[src/rtl/serial_rx_pkg.sv]
package serial_rx_pkg;

  typedef enum logic [2:0] {
    ST_IDLE,
    ST_START,
    ST_DATA,
    ST_PAR,
    ST_STOP
  } rx_state_t;

  localparam int ST_READY  = 0;
  localparam int ST_PERR   = 1;
  localparam int ST_OVR    = 2;
  localparam int ST_FERR   = 3;
  localparam int ST_MODEM  = 7;

  localparam logic [7:0] MODE_RESET = 8'h4E;

  function automatic logic [3:0] char_bits(input logic [1:0] len_f);
    return 4'd5 + {2'b00, len_f};
  endfunction

  function automatic logic [6:0] ticks_per_bit(input logic [1:0] pre_f);
    return (pre_f == 2'b11) ? 7'd64 : 7'd16;
  endfunction

endpackage

[src/rtl/rx_tick_gen.sv]
module rx_tick_gen #(
  parameter int TICK_DIV = 2
) (
  input  logic clk,
  input  logic rst,
  output logic tick
);
  localparam int CW = (TICK_DIV > 1) ? $clog2(TICK_DIV) : 1;
  localparam logic [CW-1:0] LAST = CW'(TICK_DIV - 1);

  logic [CW-1:0] cnt;

  always_ff @(posedge clk) begin
    if (rst) begin
      cnt  <= '0;
      tick <= 1'b0;
    end else if (cnt == LAST) begin
      cnt  <= '0;
      tick <= 1'b1;
    end else begin
      cnt  <= cnt + 1'b1;
      tick <= 1'b0;
    end
  end
endmodule

[src/rtl/rx_frame_fsm.sv]
module rx_frame_fsm
  import serial_rx_pkg::*;
#(
  parameter int DW = 8
) (
  input  logic          clk,
  input  logic          rst,
  input  logic          abort,
  input  logic          enable,
  input  logic          tick,
  input  logic          line_s,
  input  logic [7:0]    mode,
  output logic          done,
  output logic [DW-1:0] data,
  output logic          par_err,
  output logic          frm_err
);
  rx_state_t       state;
  logic [6:0]      cnt;
  logic [3:0]      bidx;
  logic [DW-1:0]   shreg;
  logic            par_acc;
  logic            perr_q;

  logic [3:0] nbits;
  logic [6:0] spb;
  logic [6:0] half;
  logic       par_on;
  logic       par_odd;
  logic       bit_end;

  always_comb begin
    nbits   = char_bits(mode[3:2]);
    spb     = ticks_per_bit(mode[1:0]);
    half    = (spb >> 1) - 7'd1;
    par_on  = mode[4];
    par_odd = ~mode[5];
    bit_end = (cnt == spb - 7'd1);
  end

  always_ff @(posedge clk) begin
    if (rst || abort) begin
      state   <= ST_IDLE;
      cnt     <= '0;
      bidx    <= '0;
      shreg   <= '0;
      par_acc <= 1'b0;
      perr_q  <= 1'b0;
      done    <= 1'b0;
      data    <= '0;
      par_err <= 1'b0;
      frm_err <= 1'b0;
    end else begin
      done <= 1'b0;
      if (!enable) begin
        state <= ST_IDLE;
      end else if (tick) begin
        case (state)
          ST_IDLE: if (!line_s) begin
            state <= ST_START;
            cnt   <= '0;
          end
          ST_START: if (cnt == half) begin
            if (!line_s) begin
              state   <= ST_DATA;
              cnt     <= '0;
              bidx    <= '0;
              par_acc <= 1'b0;
              perr_q  <= 1'b0;
            end else begin
              state <= ST_IDLE;
            end
          end else begin
            cnt <= cnt + 7'd1;
          end
          ST_DATA: if (bit_end) begin
            cnt     <= '0;
            shreg   <= {line_s, shreg[DW-1:1]};
            par_acc <= par_acc ^ line_s;
            if (bidx == nbits - 4'd1) state <= par_on ? ST_PAR : ST_STOP;
            else bidx <= bidx + 4'd1;
          end else begin
            cnt <= cnt + 7'd1;
          end
          ST_PAR: if (bit_end) begin
            cnt    <= '0;
            perr_q <= par_odd ? ~(par_acc ^ line_s) : (par_acc ^ line_s);
            state  <= ST_STOP;
          end else begin
            cnt <= cnt + 7'd1;
          end
          ST_STOP: if (bit_end) begin
            cnt     <= '0;
            done    <= 1'b1;
            data    <= shreg >> (4'd8 - nbits);
            par_err <= par_on & perr_q;
            frm_err <= ~line_s;
            state   <= ST_IDLE;
          end else begin
            cnt <= cnt + 7'd1;
          end
          default: state <= ST_IDLE;
        endcase
      end
    end
  end

  assert_idle_when_off_R6: assert property (@(posedge clk) disable iff (rst)
    !enable |=> (state == ST_IDLE && !done));

  assert_upper_zero_R2: assert property (@(posedge clk) disable iff (rst)
    done |-> ((data >> nbits) == '0));

  assert_no_parity_flag_R3: assert property (@(posedge clk) disable iff (rst)
    (done && !par_on) |-> !par_err);
endmodule

[src/rtl/rx_status_regs.sv]
module rx_status_regs #(
  parameter int DW = 8
) (
  input  logic          clk,
  input  logic          rst,
  input  logic          soft_rst,
  input  logic          done,
  input  logic [DW-1:0] data_in,
  input  logic          perr_in,
  input  logic          ferr_in,
  input  logic          rd,
  input  logic          clr_err,
  output logic [DW-1:0] data_q,
  output logic          ready,
  output logic          perr,
  output logic          ovr,
  output logic          ferr
);
  always_ff @(posedge clk) begin
    if (rst || soft_rst) begin
      data_q <= '0;
      ready  <= 1'b0;
      perr   <= 1'b0;
      ovr    <= 1'b0;
      ferr   <= 1'b0;
    end else begin
      if (clr_err) begin
        perr <= 1'b0;
        ovr  <= 1'b0;
        ferr <= 1'b0;
      end
      if (done) begin
        data_q <= data_in;
        ready  <= 1'b1;
        if (perr_in) perr <= 1'b1;
        if (ferr_in) ferr <= 1'b1;
        if (ready && !rd) ovr <= 1'b1;
      end else if (rd) begin
        ready <= 1'b0;
      end
    end
  end

  assert_ready_set_R7: assert property (@(posedge clk) disable iff (rst)
    (done && !soft_rst) |=> ready);

  assert_read_clears_R7: assert property (@(posedge clk) disable iff (rst)
    (rd && !done) |=> !ready);

  assert_overrun_R8: assert property (@(posedge clk) disable iff (rst)
    (done && ready && !rd && !soft_rst) |=> ovr);

  assert_clear_errs_R10: assert property (@(posedge clk) disable iff (rst)
    (clr_err && !done) |=> !(perr || ovr || ferr));

  assert_ready_kept_R10: assert property (@(posedge clk) disable iff (rst)
    (clr_err && !done && !rd && !soft_rst) |=> (ready == $past(ready)));
endmodule

[src/rtl/serial_rx.sv]
module serial_rx
  import serial_rx_pkg::*;
#(
  parameter int TICK_DIV = 2,
  parameter int SYNC_FF  = 2
) (
  input  logic       clk,
  input  logic       rst,
  input  logic       rx_line,
  input  logic [7:0] wdata,
  input  logic       mode_wr,
  input  logic       cmd_wr,
  input  logic       data_rd,
  input  logic       modem_in,
  output logic [7:0] rx_data,
  output logic [7:0] status
);
  localparam int DW = 8;

  logic [7:0]         mode_q;
  logic               enable_q;
  logic [SYNC_FF-1:0] line_sync;
  logic [SYNC_FF-1:0] modem_sync;
  logic               soft_rst;
  logic               clr_err;
  logic               tick;
  logic               done;
  logic [DW-1:0]      fr_data;
  logic               fr_perr;
  logic               fr_ferr;
  logic               ready, perr, ovr, ferr;

  assign soft_rst = cmd_wr & wdata[6];
  assign clr_err  = cmd_wr & wdata[4];

  always_ff @(posedge clk) begin
    if (rst) begin
      mode_q     <= MODE_RESET;
      enable_q   <= 1'b0;
      line_sync  <= '1;
      modem_sync <= '0;
    end else begin
      line_sync  <= {line_sync[SYNC_FF-2:0], rx_line};
      modem_sync <= {modem_sync[SYNC_FF-2:0], modem_in};
      if (mode_wr) mode_q <= wdata;
      if (soft_rst) enable_q <= 1'b0;
      else if (cmd_wr) enable_q <= wdata[2];
    end
  end

  rx_tick_gen #(.TICK_DIV(TICK_DIV)) u_tick (
    .clk (clk),
    .rst (rst),
    .tick(tick)
  );

  rx_frame_fsm #(.DW(DW)) u_fsm (
    .clk    (clk),
    .rst    (rst),
    .abort  (soft_rst),
    .enable (enable_q),
    .tick   (tick),
    .line_s (line_sync[SYNC_FF-1]),
    .mode   (mode_q),
    .done   (done),
    .data   (fr_data),
    .par_err(fr_perr),
    .frm_err(fr_ferr)
  );

  rx_status_regs #(.DW(DW)) u_stat (
    .clk     (clk),
    .rst     (rst),
    .soft_rst(soft_rst),
    .done    (done),
    .data_in (fr_data),
    .perr_in (fr_perr),
    .ferr_in (fr_ferr),
    .rd      (data_rd),
    .clr_err (clr_err),
    .data_q  (rx_data),
    .ready   (ready),
    .perr    (perr),
    .ovr     (ovr),
    .ferr    (ferr)
  );

  always_comb begin
    status           = '0;
    status[ST_READY] = ready;
    status[ST_PERR]  = perr;
    status[ST_OVR]   = ovr;
    status[ST_FERR]  = ferr;
    status[ST_MODEM] = modem_sync[SYNC_FF-1];
  end

  assert_soft_reset_R11: assert property (@(posedge clk) disable iff (rst)
    soft_rst |=> (status[3:0] == 4'h0 && rx_data == 8'h00));

  assert_disable_after_soft_R11: assert property (@(posedge clk) disable iff (rst)
    soft_rst |=> !enable_q);
endmodule

[config.mk]
export PLATFORM = sky130hd
export DESIGN_NAME = serial_rx
export DESIGN_NICKNAME = d
export VERILOG_FILES = /design/src/rtl/serial_rx_pkg.sv /design/src/rtl/rx_tick_gen.sv /design/src/rtl/rx_frame_fsm.sv /design/src/rtl/rx_status_regs.sv /design/src/rtl/serial_rx.sv
export SDC_FILE = /design/constraint.sdc
export NUM_CORES = 1
export LEC_CHECK = 0
export ABC_AREA = 1
export BUFFER_PORTS_ARGS = -buffer_cell sky130_fd_sc_hd__buf_2
export CORE_ASPECT_RATIO = 1.1
export CORE_MARGIN = 4
export CORE_UTILIZATION = 53
export CTS_CLUSTER_SIZE = 24
export DETAILED_ROUTE_END_ITERATION = 6
export PLACE_DENSITY = 0.76
export SYNTH_ARGS = -nofsm -noshare
export SYNTH_HDL_FRONTEND = slang
export SYNTH_SLANG_ARGS = --single-unit
[constraint.sdc]
create_clock -name clk -period 1.44 [get_ports clk]
set_input_delay 0.216 -clock clk [delete_from_list [all_inputs] [get_ports clk]]
set_output_delay 0.216 -clock clk [all_outputs]
set_load 0.01 [all_outputs]
==> impl_metrics.toml <==
[global_route]
grt-ovfl-total = 0
grt_pass1_vias = 2754
grtUsageTotal_pct = 21.6
grt_pass1_wl_mm = 12.0
grt_antenna_before_repair = 0
grt_max_degree = 18

[clock_tree]
cts_tree = "built"
numCtsBuffers = 9
clkTransAtPathRegs_ns = 0.07
clk_latency_ns = 0.35
cts_hold_buf = 0
clock_sinks = 60
cts_root_buffer = "clkbuf_8"
clk_path_buf_depth = 2
htree_levels = 3

[setup_path]
crit_path_max_fanout = 6
critical_path.most_common_cell = "nand2_2"
cp-end-kind = "register"
worstPathCellList = "ha_4 > nand2_4 > nor3_2 > nand2_2 > nand2_2 > nand2_2 > inv_2 > nand3_2 > nand2_1 > nand2_1 > nor2_1"
start_kind = "register"
required_ns = 1.72
crit_type = "register to register"
arrival_ns = 1.89
slowest_stage = "dfxtp_4"
slowest_delay_ns = 0.36

[timing]
hold_viol = 0
skew_ns = 0.00619
rsz0062_at_grt = "true"
hold_ws_ns = 0.0448
drv_slew = 0
max_freq_ghz = 0.624
min_period_ns = 1.60
finalSetupViolCount = 34
fin_crit_sh_pct = 111
fin_ws_ns = -0.163

[routing]
top_layer = "met4"
drc = 0
drt.antenna.violating_nets = 0
vias = 2926
vias_per_cell = 5.36
met1Wirelength_mm = 3.07
drt_iter0_markers = 205
firstDrtPassIters = 4
route.met3.wl_microns = 373
met2_length_mm = 3.86
totalWireLength_mm = 7.61
wl_per_cell_microns = 13.9

[outcome]
violations = "setup timing"
outcome = "finished with violations"

[placement]
dp_worst_setup_slack_ns = -0.176
routabilityCongestion = 0.860
io_buffers = 26
place.detailed.hpwl_mm = 4.82

[synthesis]
synth_area_leaders = "dfxtp_1 (39%), nand2_1 (11%), a21oi_1 (6.1%)"
synth_most_common_cell = "nand2_1"
synth_top_area_share_pct = 39.5
ys.flop_type = "dfxtp_1"
ys_ff_latch = 60
syn_area_sq_um = 3040
synthArstFlopShare_pct = 0
ys_warn_count = 0
syn_area_per_cell_sq_um = 7.34
synth_edf_count = 0
yosys.cell_types.count = 42
yosysTopAreaCell = "dfxtp_1"
ys_seq_area_share_pct = 39.5
netlist_instances = 415
yosys-top-cells-count = "nand2_1 (86), dfxtp_1 (60), a21oi_1 (37), inv_1 (35), nand3_1 (34)"

[power_and_ir_drop]
leakagePower_uw = 0.00167
max-vdd-ir-drop_v = 0.000893
p_per_area_nw_per_um2 = 955

[die]
fp.dieArea_sq_um = 7020
die_w_microns = 80.3
start_util_pct = 55.7
fp-row-count = 28
die_h_microns = 87.5
io_pins = 31
core_area_sq_um = 5470

[layout]
diodes = 0
area_growth_syn_to_layout_pct = 29.7
final_util_pct = 72.3
drive_gt1_share_pct = 39.1
fill_cells = 428
num-nets-final = 485

[hold_path]
hold_path.class = "input pin to register"

[job]
max_cap_violations = 0
## critical path, delay by kind of cell (launching register included)
family | cells | cell delay, ns
and+or+nand+nor | 9 | 0.92
DFF | 1 | 0.36
adders and majority gates | 1 | 0.15
buffers and inverters | 1 | 0.10
## final cells by class
| type | instances | area (sq um) | share of cell area [%] |
|---|---|---|---|
| multi-input cells | 288 | 1840 | 46.5 |
| clock inverters | 6 | 87.6 | 2.22 |
| repair buffers | 57 | 382 | 9.66 |
| inverters | 50 | 200 | 5.07 |
| clock buffers | 10 | 138 | 3.49 |
| flip-flops and latches | 60 | 1210 | 30.7 |
| well taps | 75 | 93.8 | 2.38 |
## path summary, 6_finish.rpt
check | cells past startpoint | start | endpoint | slack (ns)
max | 11 | u_fsm.cnt[0] | u_fsm.state[1] | -0.16
min | 2 | rx_line | line_sync[0] | 0.04
max reg2reg | 11 | u_fsm.cnt[0] | u_fsm.state[1] | -0.16
min reg2reg | 2 | modem_sync[0] | modem_sync[1] | 0.41
## registers in the layout, indices dropped and copies added, names as in the netlist, 2 cells and up
name / flops
u_fsm.cnt: 7
u_fsm.shreg: 8
u_fsm.bidx: 4
modem_sync: 2
line_sync: 2
u_fsm.state: 3
mode_q: 6
u_stat.data_q: 8
u_fsm.data: 8
## cell families after synthesis
group                      Yosys count  share of synthesized area (%)
muxes                                1                          0.329
adders and majority gates            4                           1.64
DFF                                 60                           39.5
other                                1                          0.123
buffers and inverters               70                           10.2
xor gates and xnor gates             6                           1.73
AOI/OAI and AO/OA                   87                           17.1
and+or+nand+nor                    186                           29.5
## report_power, final
group	switching (uW)	internal, uW	total, uW
combinational	220	131	351
sequential	21.0	1680	1700
clock	700	1020	1720
total	941	2830	3770
## placed cells by master, fill, tap and decap left out, types with 4 or more instances in the layout
cell type  Yosys  final
a21oi_1       37     26
a21oi_2        3     14
buf_2          4     26
buf_4         10     26
buf_6          0      5
clkbuf_8       0     10
dfxtp_1       60     55
inv_1         35     30
inv_2         12     16
nand2_1       86     77
nand2_2        9     12
nand2_4        4     10
nand3_1       34     30
nand3_2        4      4
nand3_4        0      5
nor2_1        30     30
nor2_4         2      4
o21ai_0       21     16
o21ai_2        2     19
## layer usage
metal / vias to the layer above / global-route usage, %
met1: 1363 / 25.3
met2: 87 / 38.3
met4: 0 / 9.37
met3: 28 / 4.04
li1: 1448 / -
met5: - / 0
## per-stage QoR
stage                     instances  total power, uW  instance area (sq um)  TNS (ns)
after global routing            546             3890                   3950     -5.83
final                           546             3770                   3950     -2.72
after CTS                       542             3760                   3720     -1.31
after detailed placement        524             2050                   3390     -3.65
after floorplan                 417             1950                   3100    -0.147
after global placement          524             2040                   3390     -1.95
## timing repair
action / 4_1_cts / 5_1_grt
setup buffers: 2 / 3
setup endpoints to repair: 35 / 35
resized for setup: 29 / 48
pin swaps: 8 / 15
cloned: 0 / 1
Power figures use the tool's default switching activity.
